**src/rtl/smb_ctl_pkg.sv**
```systemverilog
`timescale 1ns/1ps
package smb_ctl_pkg;

   typedef enum logic [2:0] {
      S_IDLE,
      S_RX,
      S_RX_ACK,
      S_TX,
      S_TX_ACK,
      S_TX_NEXT,
      S_WAIT
   } smb_state_e;

   typedef enum logic [1:0] {
      P_ADDR,
      P_CMD,
      P_CNT,
      P_DATA
   } rx_phase_e;

   function automatic logic [7:0] reg_default(input int idx);
      case (idx)
         0:       return 8'h07;
         1:       return 8'hFF;
         2:       return 8'hFE;
         default: return 8'h00;
      endcase
   endfunction

endpackage

```
**src/rtl/smb_line_sync.sv**
```systemverilog
`timescale 1ns/1ps
module smb_line_sync #(
   parameter int STAGES = 2
) (
   input  logic clk,
   input  logic rst_n,
   input  logic d,
   output logic q
);
   if (STAGES < 2) begin : g_bad_stages
      $error("smb_line_sync: STAGES must be at least 2");
   end

   logic [STAGES-1:0] chain;

   always_ff @(posedge clk or negedge rst_n) begin
      if (!rst_n) chain <= '1;
      else        chain <= {chain[STAGES-2:0], d};
   end

   assign q = chain[STAGES-1];
endmodule

```
**src/rtl/smb_cond_detect.sv**
```systemverilog
`timescale 1ns/1ps
module smb_cond_detect (
   input  logic clk,
   input  logic rst_n,
   input  logic scl_s,
   input  logic sda_s,
   output logic scl_rise,
   output logic scl_fall,
   output logic start_p,
   output logic stop_p
);
   logic scl_q, sda_q;

   always_ff @(posedge clk or negedge rst_n) begin
      if (!rst_n) begin
         scl_q <= 1'b1;
         sda_q <= 1'b1;
      end else begin
         scl_q <= scl_s;
         sda_q <= sda_s;
      end
   end

   assign scl_rise = scl_s & ~scl_q;
   assign scl_fall = ~scl_s & scl_q;
   assign start_p  = scl_s & scl_q & sda_q & ~sda_s;
   assign stop_p   = scl_s & scl_q & ~sda_q & sda_s;
endmodule

```
**src/rtl/smb_ctl_regfile.sv**
```systemverilog
`timescale 1ns/1ps
module smb_ctl_regfile
   import smb_ctl_pkg::*;
#(
   parameter int NREG  = 6,
   parameter int IDX_W = 4
) (
   input  logic              clk,
   input  logic              rst_n,
   input  logic              wr_en,
   input  logic [IDX_W-1:0]  wr_idx,
   input  logic [7:0]        wr_data,
   input  logic [IDX_W-1:0]  rd_idx,
   output logic [7:0]        rd_data,
   output logic [NREG*8-1:0] regs_o
);
   for (genvar g = 0; g < NREG; g++) begin : g_reg
      logic [7:0] q;
      always_ff @(posedge clk or negedge rst_n) begin
         if (!rst_n)                                  q <= reg_default(g);
         else if (wr_en && wr_idx == IDX_W'(g))       q <= wr_data;
      end
      assign regs_o[g*8 +: 8] = q;
   end

   always_comb begin
      rd_data = 8'hFF;
      for (int i = 0; i < NREG; i++) begin
         if (rd_idx == IDX_W'(i)) rd_data = regs_o[i*8 +: 8];
      end
   end

   // a write never targets an index beyond the register bank
   a_r5_wr_in_range: assert property (@(posedge clk) disable iff (!rst_n)
      wr_en |-> (wr_idx < IDX_W'(NREG)));
endmodule

```
**src/rtl/smb_ctl_slave.sv**
```systemverilog
`timescale 1ns/1ps
module smb_ctl_slave
   import smb_ctl_pkg::*;
#(
   parameter int         NREG        = 6,
   parameter int         MAX_WR      = 10,
   parameter logic [6:0] ADDR7       = 7'h69,
   parameter int         SYNC_STAGES = 2
) (
   input  logic              clk,
   input  logic              rst_n,
   input  logic              scl_i,
   input  logic              sda_i,
   output logic              sda_oe,
   output logic [NREG*8-1:0] regs_o
);
   localparam int         IDX_W    = $clog2(MAX_WR + 2);
   localparam logic [7:0] WR_ADDR  = {ADDR7, 1'b0};
   localparam logic [7:0] RD_ADDR  = {ADDR7, 1'b1};
   localparam logic [7:0] CNT_BYTE = 8'(NREG);

   if (NREG < 1 || NREG > 255) begin : g_bad_nreg
      $error("smb_ctl_slave: NREG out of range");
   end
   if (MAX_WR < NREG) begin : g_bad_maxwr
      $error("smb_ctl_slave: MAX_WR must cover every register");
   end

   logic scl_s, sda_s, scl_rise, scl_fall, start_p, stop_p;

   smb_line_sync #(.STAGES(SYNC_STAGES)) u_sync_scl (
      .clk(clk), .rst_n(rst_n), .d(scl_i), .q(scl_s));
   smb_line_sync #(.STAGES(SYNC_STAGES)) u_sync_sda (
      .clk(clk), .rst_n(rst_n), .d(sda_i), .q(sda_s));

   smb_cond_detect u_cond (
      .clk(clk), .rst_n(rst_n), .scl_s(scl_s), .sda_s(sda_s),
      .scl_rise(scl_rise), .scl_fall(scl_fall),
      .start_p(start_p), .stop_p(stop_p));

   smb_state_e       state;
   rx_phase_e        phase;
   logic             is_read;
   logic [3:0]       bitcnt;
   logic [7:0]       shreg;
   logic [7:0]       txsh;
   logic [IDX_W-1:0] widx;
   logic [IDX_W-1:0] ridx;
   logic [7:0]       rd_data;
   logic             byte_done;
   logic             wr_en;

   assign byte_done = (state == S_RX) && scl_fall && (bitcnt == 4'd8);
   assign wr_en     = byte_done && (phase == P_DATA) && !is_read &&
                      (widx < IDX_W'(NREG));

   smb_ctl_regfile #(.NREG(NREG), .IDX_W(IDX_W)) u_regs (
      .clk(clk), .rst_n(rst_n),
      .wr_en(wr_en), .wr_idx(widx), .wr_data(shreg),
      .rd_idx(ridx), .rd_data(rd_data), .regs_o(regs_o));

   always_ff @(posedge clk or negedge rst_n) begin
      if (!rst_n) begin
         state   <= S_IDLE;
         phase   <= P_ADDR;
         is_read <= 1'b0;
         bitcnt  <= '0;
         shreg   <= '0;
         txsh    <= '0;
         widx    <= '0;
         ridx    <= '0;
         sda_oe  <= 1'b0;
      end else if (stop_p) begin
         state  <= S_IDLE;
         sda_oe <= 1'b0;
      end else if (start_p) begin
         state   <= S_RX;
         phase   <= P_ADDR;
         is_read <= 1'b0;
         bitcnt  <= '0;
         widx    <= '0;
         ridx    <= '0;
         sda_oe  <= 1'b0;
      end else begin
         case (state)
            S_RX: begin
               if (scl_rise && bitcnt < 4'd8) begin
                  shreg  <= {shreg[6:0], sda_s};
                  bitcnt <= bitcnt + 4'd1;
               end else if (byte_done) begin
                  case (phase)
                     P_ADDR: begin
                        if (shreg == WR_ADDR) begin
                           sda_oe <= 1'b1; state <= S_RX_ACK; phase <= P_CMD;
                        end else if (shreg == RD_ADDR) begin
                           sda_oe <= 1'b1; state <= S_RX_ACK; is_read <= 1'b1;
                        end else begin
                           state <= S_WAIT;
                        end
                     end
                     P_CMD: begin
                        sda_oe <= 1'b1; state <= S_RX_ACK; phase <= P_CNT;
                     end
                     P_CNT: begin
                        sda_oe <= 1'b1; state <= S_RX_ACK; phase <= P_DATA;
                     end
                     default: begin
                        if (widx < IDX_W'(MAX_WR)) begin
                           sda_oe <= 1'b1;
                           state  <= S_RX_ACK;
                           widx   <= widx + 1'b1;
                        end else begin
                           state <= S_WAIT;
                        end
                     end
                  endcase
               end
            end
            S_RX_ACK: begin
               if (scl_fall) begin
                  bitcnt <= '0;
                  if (is_read) begin
                     txsh   <= CNT_BYTE;
                     sda_oe <= ~CNT_BYTE[7];
                     state  <= S_TX;
                  end else begin
                     sda_oe <= 1'b0;
                     state  <= S_RX;
                  end
               end
            end
            S_TX: begin
               if (scl_fall) begin
                  if (bitcnt == 4'd7) begin
                     sda_oe <= 1'b0;
                     bitcnt <= '0;
                     state  <= S_TX_ACK;
                  end else begin
                     bitcnt <= bitcnt + 4'd1;
                     txsh   <= {txsh[6:0], 1'b0};
                     sda_oe <= ~txsh[6];
                  end
               end
            end
            S_TX_ACK: begin
               if (scl_rise) state <= sda_s ? S_WAIT : S_TX_NEXT;
            end
            S_TX_NEXT: begin
               if (scl_fall) begin
                  txsh   <= rd_data;
                  sda_oe <= ~rd_data[7];
                  if (ridx < IDX_W'(NREG)) ridx <= ridx + 1'b1;
                  state  <= S_TX;
               end
            end
            default: sda_oe <= 1'b0;
         endcase
      end
   end

   // the slave's drive only moves while the synchronised clock is low
   a_r9_oe_scl_low: assert property (@(posedge clk) disable iff (!rst_n)
      !$stable(sda_oe) |-> !scl_s);
   // a slave that declined a transfer never drives the line
   a_r4_wait_silent: assert property (@(posedge clk) disable iff (!rst_n)
      (state == S_WAIT) |-> !sda_oe);
   // the accepted data byte count never passes the write limit
   a_r6_widx_bound: assert property (@(posedge clk) disable iff (!rst_n)
      widx <= IDX_W'(MAX_WR));
   // a detected stop leaves the slave idle with the line released
   a_r2_stop_idle: assert property (@(posedge clk) disable iff (!rst_n)
      stop_p |=> (state == S_IDLE && !sda_oe));
   // every transmitted byte ends with the line released for the master's acknowledge
   a_r7_release_for_ack: assert property (@(posedge clk) disable iff (!rst_n)
      (state == S_TX_ACK) |-> !sda_oe);
endmodule

```
**config.mk**
```make
export PLATFORM = sky130hd
export DESIGN_NAME = smb_ctl_slave
export DESIGN_NICKNAME = d
export VERILOG_FILES = /design/src/rtl/smb_ctl_pkg.sv /design/src/rtl/smb_line_sync.sv /design/src/rtl/smb_cond_detect.sv /design/src/rtl/smb_ctl_regfile.sv /design/src/rtl/smb_ctl_slave.sv
export SDC_FILE = /design/constraint.sdc
export NUM_CORES = 1
export LEC_CHECK = 0
export BUFFER_PORTS_ARGS = -buffer_cell sky130_fd_sc_hd__buf_2
export CORE_MARGIN = 2
export CORE_UTILIZATION = 53
export DETAILED_ROUTE_END_ITERATION = 8
export PLACE_DENSITY = 0.76
export SLEW_MARGIN = 20
export SYNTH_ARGS = -nofsm -noshare
export SYNTH_HDL_FRONTEND = slang
export SYNTH_SLANG_ARGS = --single-unit
```
**constraint.sdc**
```tcl
create_clock -name clk -period 2.2 [get_ports clk]
set_clock_uncertainty 0.2 [all_clocks]
set_input_delay 0.22 -clock clk [delete_from_list [all_inputs] [get_ports clk]]
set_output_delay 0.22 -clock clk [all_outputs]
set_load 0.05 [all_outputs]
```
Word level (Yosys, flattened, before mapping)
Cells that the tools add are included.
{"block": "op_classes", "addsub": 3, "muxes": 70, "magnitude_cmp": 4, "reduce_logical": 39, "bitwise": 15, "n_eq_ne": 44}
{"operator": "two-way mux 4 bit", "n": 15}
{"operator": "two-way mux 8 bit", "n": 6}
{"operator": "two-way mux 3 bit", "n": 12}
{"operator": "two-way mux 7 bit", "n": 5}
{"operator": "!= test 4 bit (second input constant)", "n": 7}
{"operator": "AND reduction 8 bit", "n": 3}
{"operator": "case mux 7 bit (3 select lines)", "n": 1}
{"operator": "equality test 4 x 3 -> 1 bit (second input constant)", "n": 5}
{"operator": "two-way mux 1 bit", "n": 18}
{"operator": "equality test 4 x 2 -> 1 bit (second input constant)", "n": 4}
{"operator": "equality test 8 bit (second input constant)", "n": 2}
{"operator": "nonzero test 2 bit", "n": 8}
{"operator": "case mux 3 bit (5 select lines)", "n": 1}
{"operator": "two-way mux 2 bit", "n": 7}
{"operator": "!= test 2 bit (second input constant)", "n": 7}
{"operator": "adder 4 x 1 -> 4 bit (second input constant)", "n": 3}
{"operator": "logical AND 1 bit", "n": 12}
{"operator": "!= test 3 bit (second input constant)", "n": 4}
{"operator": "case mux 4 bit (3 select lines)", "n": 1}
{"operator": "AND reduction 6 bit", "n": 2}
{"operator": "equality test 4 x 1 -> 1 bit (second input constant)", "n": 2}
{"operator": "logical NOT 4 bit", "n": 2}
{"operator": "< comparator 4 x 3 -> 1 bit (second input constant)", "n": 2}
{"operator": "< comparator 4 bit (second input constant)", "n": 2}
{"operator": "other kinds (26)", "n": 44}
{"block": "word_totals", "reg_bits": 88, "word_cells": 194, "output_inout_bits": 49, "input_bits": 4}

Longest topological paths before layout
Gate-level depths: netlist of run 1.
{"block": "depth", "word_depth": 12, "depth_mapped": 9, "depth_no_buf": 7}

Modules after synthesis
Synthesis of run 1 repeated with hierarchy kept, for this count alone.
{"block": "hier_totals", "hier_cells": 396, "hier_area_um2": 4565.6}
{"mod": "smb_ctl_regfile", "n_inst": 1, "area_each_um2": 2302.2, "seq_area_each_um2": 1223.7, "cells_per_inst": 162}
{"mod": "smb_ctl_slave", "n_inst": 1, "area_each_um2": 2073.2, "seq_area_each_um2": 850.8, "cells_per_inst": 224}
{"mod": "smb_line_sync", "n_inst": 2, "area_each_um2": 52.6, "seq_area_each_um2": 52.6, "cells_per_inst": 2}
{"mod": "smb_cond_detect", "n_inst": 1, "area_each_um2": 85.1, "seq_area_each_um2": 52.6, "cells_per_inst": 6}

Least setup slack after synthesis of run 1
OpenSTA, ideal clock, no wires.
{"block": "synth_path", "kind": "reg-to-reg", "start": "register ridx[1]", "end": "register sda_oe", "setup_ns": 0.126, "path_buffers": 2, "arrival_time_ns": 1.785, "stages_incl_launch_ff": 9, "slack_ns": 0.089, "required_time_ns": 1.874, "period_less_slack_ns": 2.111, "path_cell_list": "dfrtp_1 -> inv_1 -> ha_1 -> clkbuf_1 -> clkbuf_1 -> nand2_1 -> o21ai_0 -> a21oi_1 -> o311a_1"}
{"block": "synth_between", "elab_chain_cells": 12, "word_cells_on_any_way": 17, "cone_classes": "5 x eq/ne; 10 x mux; 1 x bitwise; 1 x reduce/logical"}
{"item": "from (decl)", "line_no": "smb_ctl_slave.sv:48", "text": "logic [IDX_W-1:0] ridx;"}
{"item": "from (signal assigned)", "line_no": "smb_ctl_slave.sv:152", "text": "if (ridx < IDX_W'(NREG)) ridx <= ridx + 1'b1;"}
{"item": "logical NOT 4 bit", "line_no": "smb_ctl_regfile.sv:29", "text": "if (rd_idx == IDX_W'(i)) rd_data = regs_o[i*8 +: 8];"}
{"item": "two-way mux 8 bit (5 in series)", "line_no": "smb_ctl_regfile.sv:29"}
{"item": "two-way mux 8 bit *", "line_no": "smb_ctl_regfile.sv:29"}
{"item": "NOT 1 bit *", "line_no": "smb_ctl_slave.sv:151", "text": "sda_oe <= ~rd_data[7];"}
{"item": "two-way mux 1 bit *", "line_no": "smb_ctl_slave.sv:149", "text": "if (scl_fall) begin"}
{"item": "case mux 1 bit (5 select lines) *", "line_no": "smb_ctl_slave.sv:85", "text": "case (state)"}
{"item": "two-way mux 1 bit *", "line_no": "smb_ctl_slave.sv:76", "text": "end else if (start_p) begin"}
{"item": "two-way mux 1 bit *", "line_no": "smb_ctl_slave.sv:73", "text": "end else if (stop_p) begin"}
{"item": "to (signal assigned)", "line_no": "smb_ctl_slave.sv:124", "text": "sda_oe <= ~CNT_BYTE[7];"}
{"item": "to (signal assigned)", "line_no": "smb_ctl_slave.sv:141", "text": "sda_oe <= ~txsh[6];"}
{"item": "to (signal assigned)", "line_no": "smb_ctl_slave.sv:151"}
{"item": "to (decl)", "line_no": "smb_ctl_slave.sv:14", "text": "output logic sda_oe,"}
Every way passes the cells marked *; elsewhere a longest branch is shown, timed or not. The select of a mux whose other input is x is not followed.
A chain may end at the register's enable or synchronous reset.

Worst setup path after layout of run 1
{"block": "layout_path", "start": "register bitcnt[0]", "end": "register u_regs.g_reg[5].q[0]"}
{"block": "layout_between", "elab_chain_cells": 6}
{"item": "from (decl)", "line_no": "smb_ctl_slave.sv:44", "text": "logic [3:0] bitcnt;"}
{"item": "from (signal assigned)", "line_no": "smb_ctl_slave.sv:89", "text": "bitcnt <= bitcnt + 4'd1;"}
{"item": "from (signal assigned)", "line_no": "smb_ctl_slave.sv:139", "text": "bitcnt <= bitcnt + 4'd1;"}
{"item": "equality test 4 bit", "line_no": "smb_ctl_slave.sv:53", "text": "assign byte_done = (state == S_RX) && scl_fall && (bitcnt == 4'd8);"}
{"item": "logical AND 1 bit", "line_no": "smb_ctl_slave.sv:53"}
{"item": "logical AND 1 bit (3 in series)", "line_no": "smb_ctl_slave.sv:54", "text": "assign wr_en = byte_done && (phase == P_DATA) && !is_read &&"}
{"item": "logical AND 1 bit", "line_no": "smb_ctl_regfile.sv:21", "text": "else if (wr_en && wr_idx == IDX_W'(g)) q <= wr_data;"}
{"item": "to (signal assigned)", "line_no": "smb_ctl_regfile.sv:20", "text": "if (!rst_n) q <= reg_default(g);"}
{"item": "to (signal assigned)", "line_no": "smb_ctl_regfile.sv:21"}
{"item": "to (decl)", "line_no": "smb_ctl_regfile.sv:18", "text": "logic [7:0] q;"}
No other way between the ends.

==> results_dict.tcl, run 1 <==
set metrics [dict create \
    hold_viol_final 0 \
    synth_seq_cells 88 \
    drc 0 \
    cts_tree "built" \
    synthTopCellsByArea "dfrtp_1 (35%), mux2_2 (14%), dfstp_2 (14%), ha_1 (4.4%), o21ai_0 (2.8%)" \
    use_met3 0.06827 \
    tightest_slew_ps 486.9 \
    hold_path.class "in -> async" \
    fmax_mhz 471.0 \
    rsz0062_at_grt "yes" \
    globalRouteTotalUtil 0.2704 \
    power_density_mw_per_mm2 868.0 \
    synth_adder_area_share 0.04406 \
    synth_ff_type "dfrtp_1" \
    coreArea_sq_mm 0.008258 \
    synth_area_sq_mm 0.004543 \
    dieArea_sq_mm 0.009329 \
    grt_pass1_vias 3587 \
    critPathCaptureType "flop" \
    met2_usage 0.3981 \
    criticalPathCategory "reg -> reg" \
    cts-root-buf "clkbuf_8" \
    maxSlewHeadroom 0.6703 \
    clockBufferDepth 2 \
    cts_sinks 88 \
    cts.htree.levels 3 \
    fin_crit_sh 0.9650 \
    grt_max_degree 76 \
    max-vdd-ir-drop_v 0.0004820 \
    netlist_instances 409 \
    gp_congestion 0.8976 \
    grt_pass1_wl_um 18750 \
    yosysTopAreaCell "dfrtp_1" \
    drtIter0Drc 268 \
    async_flop_share 1.000 \
    synthSimpleGateAreaFrac 0.1187 \
    fin_area_sq_mm 0.005549 \
    drtPass1Iterations 5 \
    postLayoutCoreUtil 0.6720 \
    synth_edf_count 0 \
    max_cap_viol_count 0 \
    tns_ps 0 \
    std_cell_rows 33 \
    ys_types 55 \
    leakage_uw 0.002677 \
    clk_latency_ps 370 \
    start_kind "flop" \
    required_ps 2250 \
    vias 3685 \
    wl_um 11830 \
    stdcell_count 615 \
    synth_xor_xnor_area_share 0.005784 \
    critPathMaxStageDelay_ps 420 \
    cp_top_family "simple AND/OR/NAND/NOR gates" \
    place_area_sq_mm 0.005229 \
    area_delta_synth_final_pct 22.14 \
    arrival_ps 2170 \
    slowest_stage "dfrtp_1" \
    yosys_warnings 0 \
    synth_top_area_frac 0.3525 \
    numCtsBuffers 9 \
    synth_compound_area_frac 0.1542 \
    yosysSeqAreaShare 0.4913 \
    dp_cells 590 \
    min_period_ps 2123 \
    antenna_found_initial 0 \
    io_pins 53 \
    fp.dieH_um 96.59 \
    final_nets 525 \
    path_max_fanout 8 \
    synth.avg_cell_area_sq_um 11.11 \
    synth.area.mux_share 0.1504 \
    slew_viol_final 0 \
    path_cells "inv_2 > ha_4 > and3b_1 > nand4_1 > nor3b_2 > nand2_1 > buf_6 > mux2_2" \
    status "completed" \
    place_hpwl_um 8637 \
    grt_busiest_layer "met2" \
    initial_core_util 0.5502 \
    drive_above_1_share 0.4255 \
    port_buffers 52 \
    setup_viol 0 \
    drt-wirelength-per-cell_um 19.23 \
    viasPerCell 5.992 \
    crit_buf_inv 2 \
    antenna_cells 0 \
    synth_top_family_by_area "compound AO/OA/AOI/OAI gates" \
    fp.dieW_um 96.59 \
    mappedNetlistNets 429 \
    path_clk_slew_ps 100 \
    final_antenna_net_count 0 \
    use_met1 0.3945 \
    grt.overflow.total 0 \
]
==> per-stage QoR <==
step	hold WS (ps)	power [uW]	setup WS, ps
floorplan	-275.6	2991	88.67
global placement	-111.0	3500	75.46
detailed placement	-111.5	3555	-0.3451
CTS	26.33	4678	5.911
global route	53.52	5117	-79.29
finish	41.01	4817	77.01
==> area by class of cell <==
class / instances / area, sq um
fill: 612 / 2709
sequential: 88 / 2232
multi-input combinational: 281 / 2216
timing repair buffer: 101 / 686.9
tap: 105 / 131.4
clock buffer: 9 / 123.9
inverter: 24 / 90.09
clock inverter: 7 / 68.82
==> worst paths after layout <==
kind	slack (ps)	cells past startpoint	from	to
max	80	8	bitcnt[0]	u_regs.g_reg[5].q[0]
min	40	2	rst_n	bitcnt[2]
max reg2reg	80	8	bitcnt[0]	u_regs.g_reg[5].q[0]
min reg2reg	160	0	u_sync_scl.chain[0]	u_sync_scl.chain[1]
max in group asynchronous	1100	3	rst_n	u_regs.g_reg[0].q[2]
min in group clk	160	0	u_sync_scl.chain[0]	u_sync_scl.chain[1]
==> cell families (layout without fill, tap and decap cells) <==
group,count (synthesis),count (layout)
xor+xnor,3,3
fa+ha+maj,16,16
simple gates,100,100
compound gates,101,101
buf+inv,40,141
flops,88,88
mux,61,61
==> registers in the layout, summed over array words and instances, names as in the netlist <==
register,count
u_regs.g.q,48
shreg,8
txsh,7
bitcnt,4
ridx,4
widx,4
state,3
phase,2
u_sync_scl.chain,2
u_sync_sda.chain,2
is_read,1
sda_oe,1
u_cond.scl_q,1
u_cond.sda_q,1
==> power breakdown <==
part / total, uW / switching (uW) / internal [uW]
sequential: 1930 / 152 / 1770
combinational: 1770 / 958 / 813
clock: 1120 / 669 / 449
total: 4820 / 1780 / 3040
==> worst reg2reg max path, delay by kind of cell, from the launching register on <==
family / cells / cell delay (ps)
and+or+nand+nor: 4 / 740
DFF: 1 / 420
adders and majority gates: 1 / 130
muxes: 1 / 280
buffers and inverters: 2 / 250
==> cells in the mapped netlist, types with 9 or more instances <==
cell	number
dfrtp_1	64
mux2_2	58
nand2_1	25
o21ai_0	25
dfstp_2	24
inv_1	23
a21oi_1	20
nor2_1	17
ha_1	16
nand2b_1	11
o22ai_1	10
clkbuf_1	9
==> routing by layer <==
metal	wire length [um]	vias to the layer above
li1	-	1693
met3	903	15
met2	5387	136
met4	153	0
met1	5380	1841
met5	0	-
==> cells in the final DEF, fill, tap and decap left out, types with 10 or more instances in the layout <==
cell type,Yosys,layout
a21oi_1,20,19
buf_4,1,41
nand2b_1,11,11
nor2_1,17,16
o21ai_0,25,25
ha_1,16,13
buf_2,6,51
o22ai_1,10,10
dfrtp_1,64,64
inv_1,23,21
nand2_1,25,25
mux2_2,58,56
dfstp_2,24,24
==> repair_timing <==
action,4_1_cts,5_1_grt
endpoints found under the setup margin,8,57
endpoints found under the hold margin,70,0
setup buffers,0,8
pin swaps,0,8
hold buffers,3,0
gates resized for setup,2,21
Power figures use the tool's default switching activity.
==> inputs of run 2 (changes only) <==
- CELL_PAD_IN_SITES_DETAIL_PLACEMENT: default -> 2
- CELL_PAD_IN_SITES_GLOBAL_PLACEMENT: default -> 2
- CORE_UTILIZATION: 53 -> 35
- PLACE_DENSITY: 0.76 -> default
- PLACE_DENSITY_LB_ADDON: default -> 0.1
==> results_dict.tcl, run 2 (same netlist as run 1, synthesis figures left out) <==
set metrics [dict create \
    path_max_fanout 8 \
    grt_max_degree 53 \
    fp.dieW_um 117.9 \
    rsz0062_at_grt "yes" \
    max_cap_viol_count 0 \
    dp_cells 670 \
    coreArea_sq_mm 0.01267 \
    fin_crit_sh 0.9897 \
    wl_um 15930 \
    area_delta_synth_final_pct 28.28 \
    io_pins 53 \
    port_buffers 52 \
    r2r-start "ridx[1]" \
    numCtsBuffers 9 \
    globalRouteTotalUtil 0.2373 \
    hold_viol_final 0 \
    final_nets 532 \
    drt-wirelength-per-cell_um 23.12 \
    antenna_cells 0 \
    arrival_ps 2220 \
    antenna_found_initial 0 \
    status "completed" \
    required_ps 2240 \
    clockBufferDepth 2 \
    drtPass1Iterations 4 \
    cts.htree.levels 3 \
    reg.largest.list "u_regs.g.q x48, shreg x8, txsh x7" \
    fmax_mhz 459.3 \
    fp.dieH_um 117.9 \
    grt_pass1_wl_um 24950 \
    stdcell_count 689 \
    cts_sinks 88 \
    drc 0 \
    slew_viol_final 0 \
    place_area_sq_mm 0.005410 \
    start_kind "flop" \
    grt_pass1_vias 4101 \
    path_clk_slew_ps 70 \
    min_period_ps 2177 \
    largest_reg_flops 48 \
    criticalPathCategory "reg -> reg" \
    gp_congestion 0.8664 \
    hold_path.class "in -> async" \
    power_density_mw_per_mm2 942.1 \
    final_cell_mix "dfrtp_1 (64), mux2_2 (58), buf_2 (51)" \
    fin_area_sq_mm 0.005828 \
    r2r_cells 7 \
    r2r_end "txsh[4]" \
    maxSlewHeadroom 0.6812 \
    final_antenna_net_count 0 \
    power_uw 5491 \
    cts_tree "built" \
    clk_latency_ps 360 \
    dieArea_sq_mm 0.01391 \
    max-vdd-ir-drop_v 0.0004469 \
    drtIter0Drc 113 \
    final_common_cell "dfrtp_1" \
    cts-root-buf "clkbuf_16" \
    vias 3716 \
    setup_viol 0 \
    leakage_uw 0.002759 \
    critPathCaptureType "flop" \
    largest_register "u_regs.g.q" \
    std_cell_rows 41 \
    grt.overflow.total 0 \
    tightest_slew_ps 470.8 \
    fill_cells 1309 \
    place_hpwl_um 11860 \
    drive_above_1_share 0.4545 \
    initial_core_util 0.3585 \
    viasPerCell 5.393 \
    r2r_slack_ps 20 \
]
-- run 2: cell count changes in the layout (fill, tap and decap cells not counted), sizes merged --
| cell | change |
|---|---|
| buf | +7 |
-- run 2: area by class of cell --
type / instances / area [sq um] / area share
multi-input cells: 281 / 2270 / 0.3894
flip-flops and latches: 88 / 2232 / 0.3830
repair buffers: 108 / 726.9 / 0.1247
clock buffers: 9 / 225.2 / 0.03864
well taps: 172 / 215.2 / 0.03693
inverters: 24 / 90.09 / 0.01546
clock inverters: 7 / 68.82 / 0.01181
-- run 2: timing repair --
item,CTS,global route
hold buffers,3,0
endpoints found under the hold margin,68,0
pin swaps,4,7
buffers inserted,1,2
resized for setup,16,19
setup endpoints to repair,52,61
-- run 2: layer usage --
layer | share of wire | global-route usage | vias to the layer above
met2 | 0.48 | 0.3768 | 73
met5 | 0 | 0 | -
met1 | 0.46 | 0.3386 | 1935
met4 | 0.010 | 0.04744 | 0
met3 | 0.051 | 0.04506 | 12
li1 | - | - | 1696
-- run 2: per-stage QoR --
stage               hold WS [ps]    util  setup TNS, ps  setup slack, ps
floorplan                 -275.6       -              0            88.67
detailed placement        -36.93  0.4270          -1611           -80.31
global placement          -46.63  0.4270              0            13.03
global route               162.0  0.4600          -1388           -99.49
finish                     122.4  0.4600              0            22.76
CTS                        124.9  0.4568         -7.584           -7.584
-- run 2: how the worst max path moves through the flow --
stage                             from                    to  slack, ps  depth (start not counted)
final                          ridx[1]               txsh[4]         20                          7
after global routing           ridx[1]               txsh[4]       -100                          7
after CTS                    bitcnt[1]  u_regs.g_reg[0].q[7]         -8                          8
after detailed placement     bitcnt[1]  u_regs.g_reg[0].q[7]        -80                          8
after global placement    u_cond.scl_q  u_regs.g_reg[3].q[6]         10                          6
after floorplan                ridx[1]                sda_oe         90                          8
-- run 2: report_power, final --
| group | total, uW | internal (uW) | switching (uW) |
|---|---|---|---|
| Sequential | 1930 | 1780 | 158 |
| Clock | 1550 | 805 | 750 |
| Combinational | 2000 | 885 | 1120 |
| Total | 5490 | 3470 | 2030 |
-- run 2: worst max-delay path, cell delays in order, from the launching register on --
cell	delay [ps]
dfrtp_1	420
inv_1	140
ha_2	260
buf_4	180
nand2_1	150
o21ai_0	370
a221oi_2	70
a211o_1	280
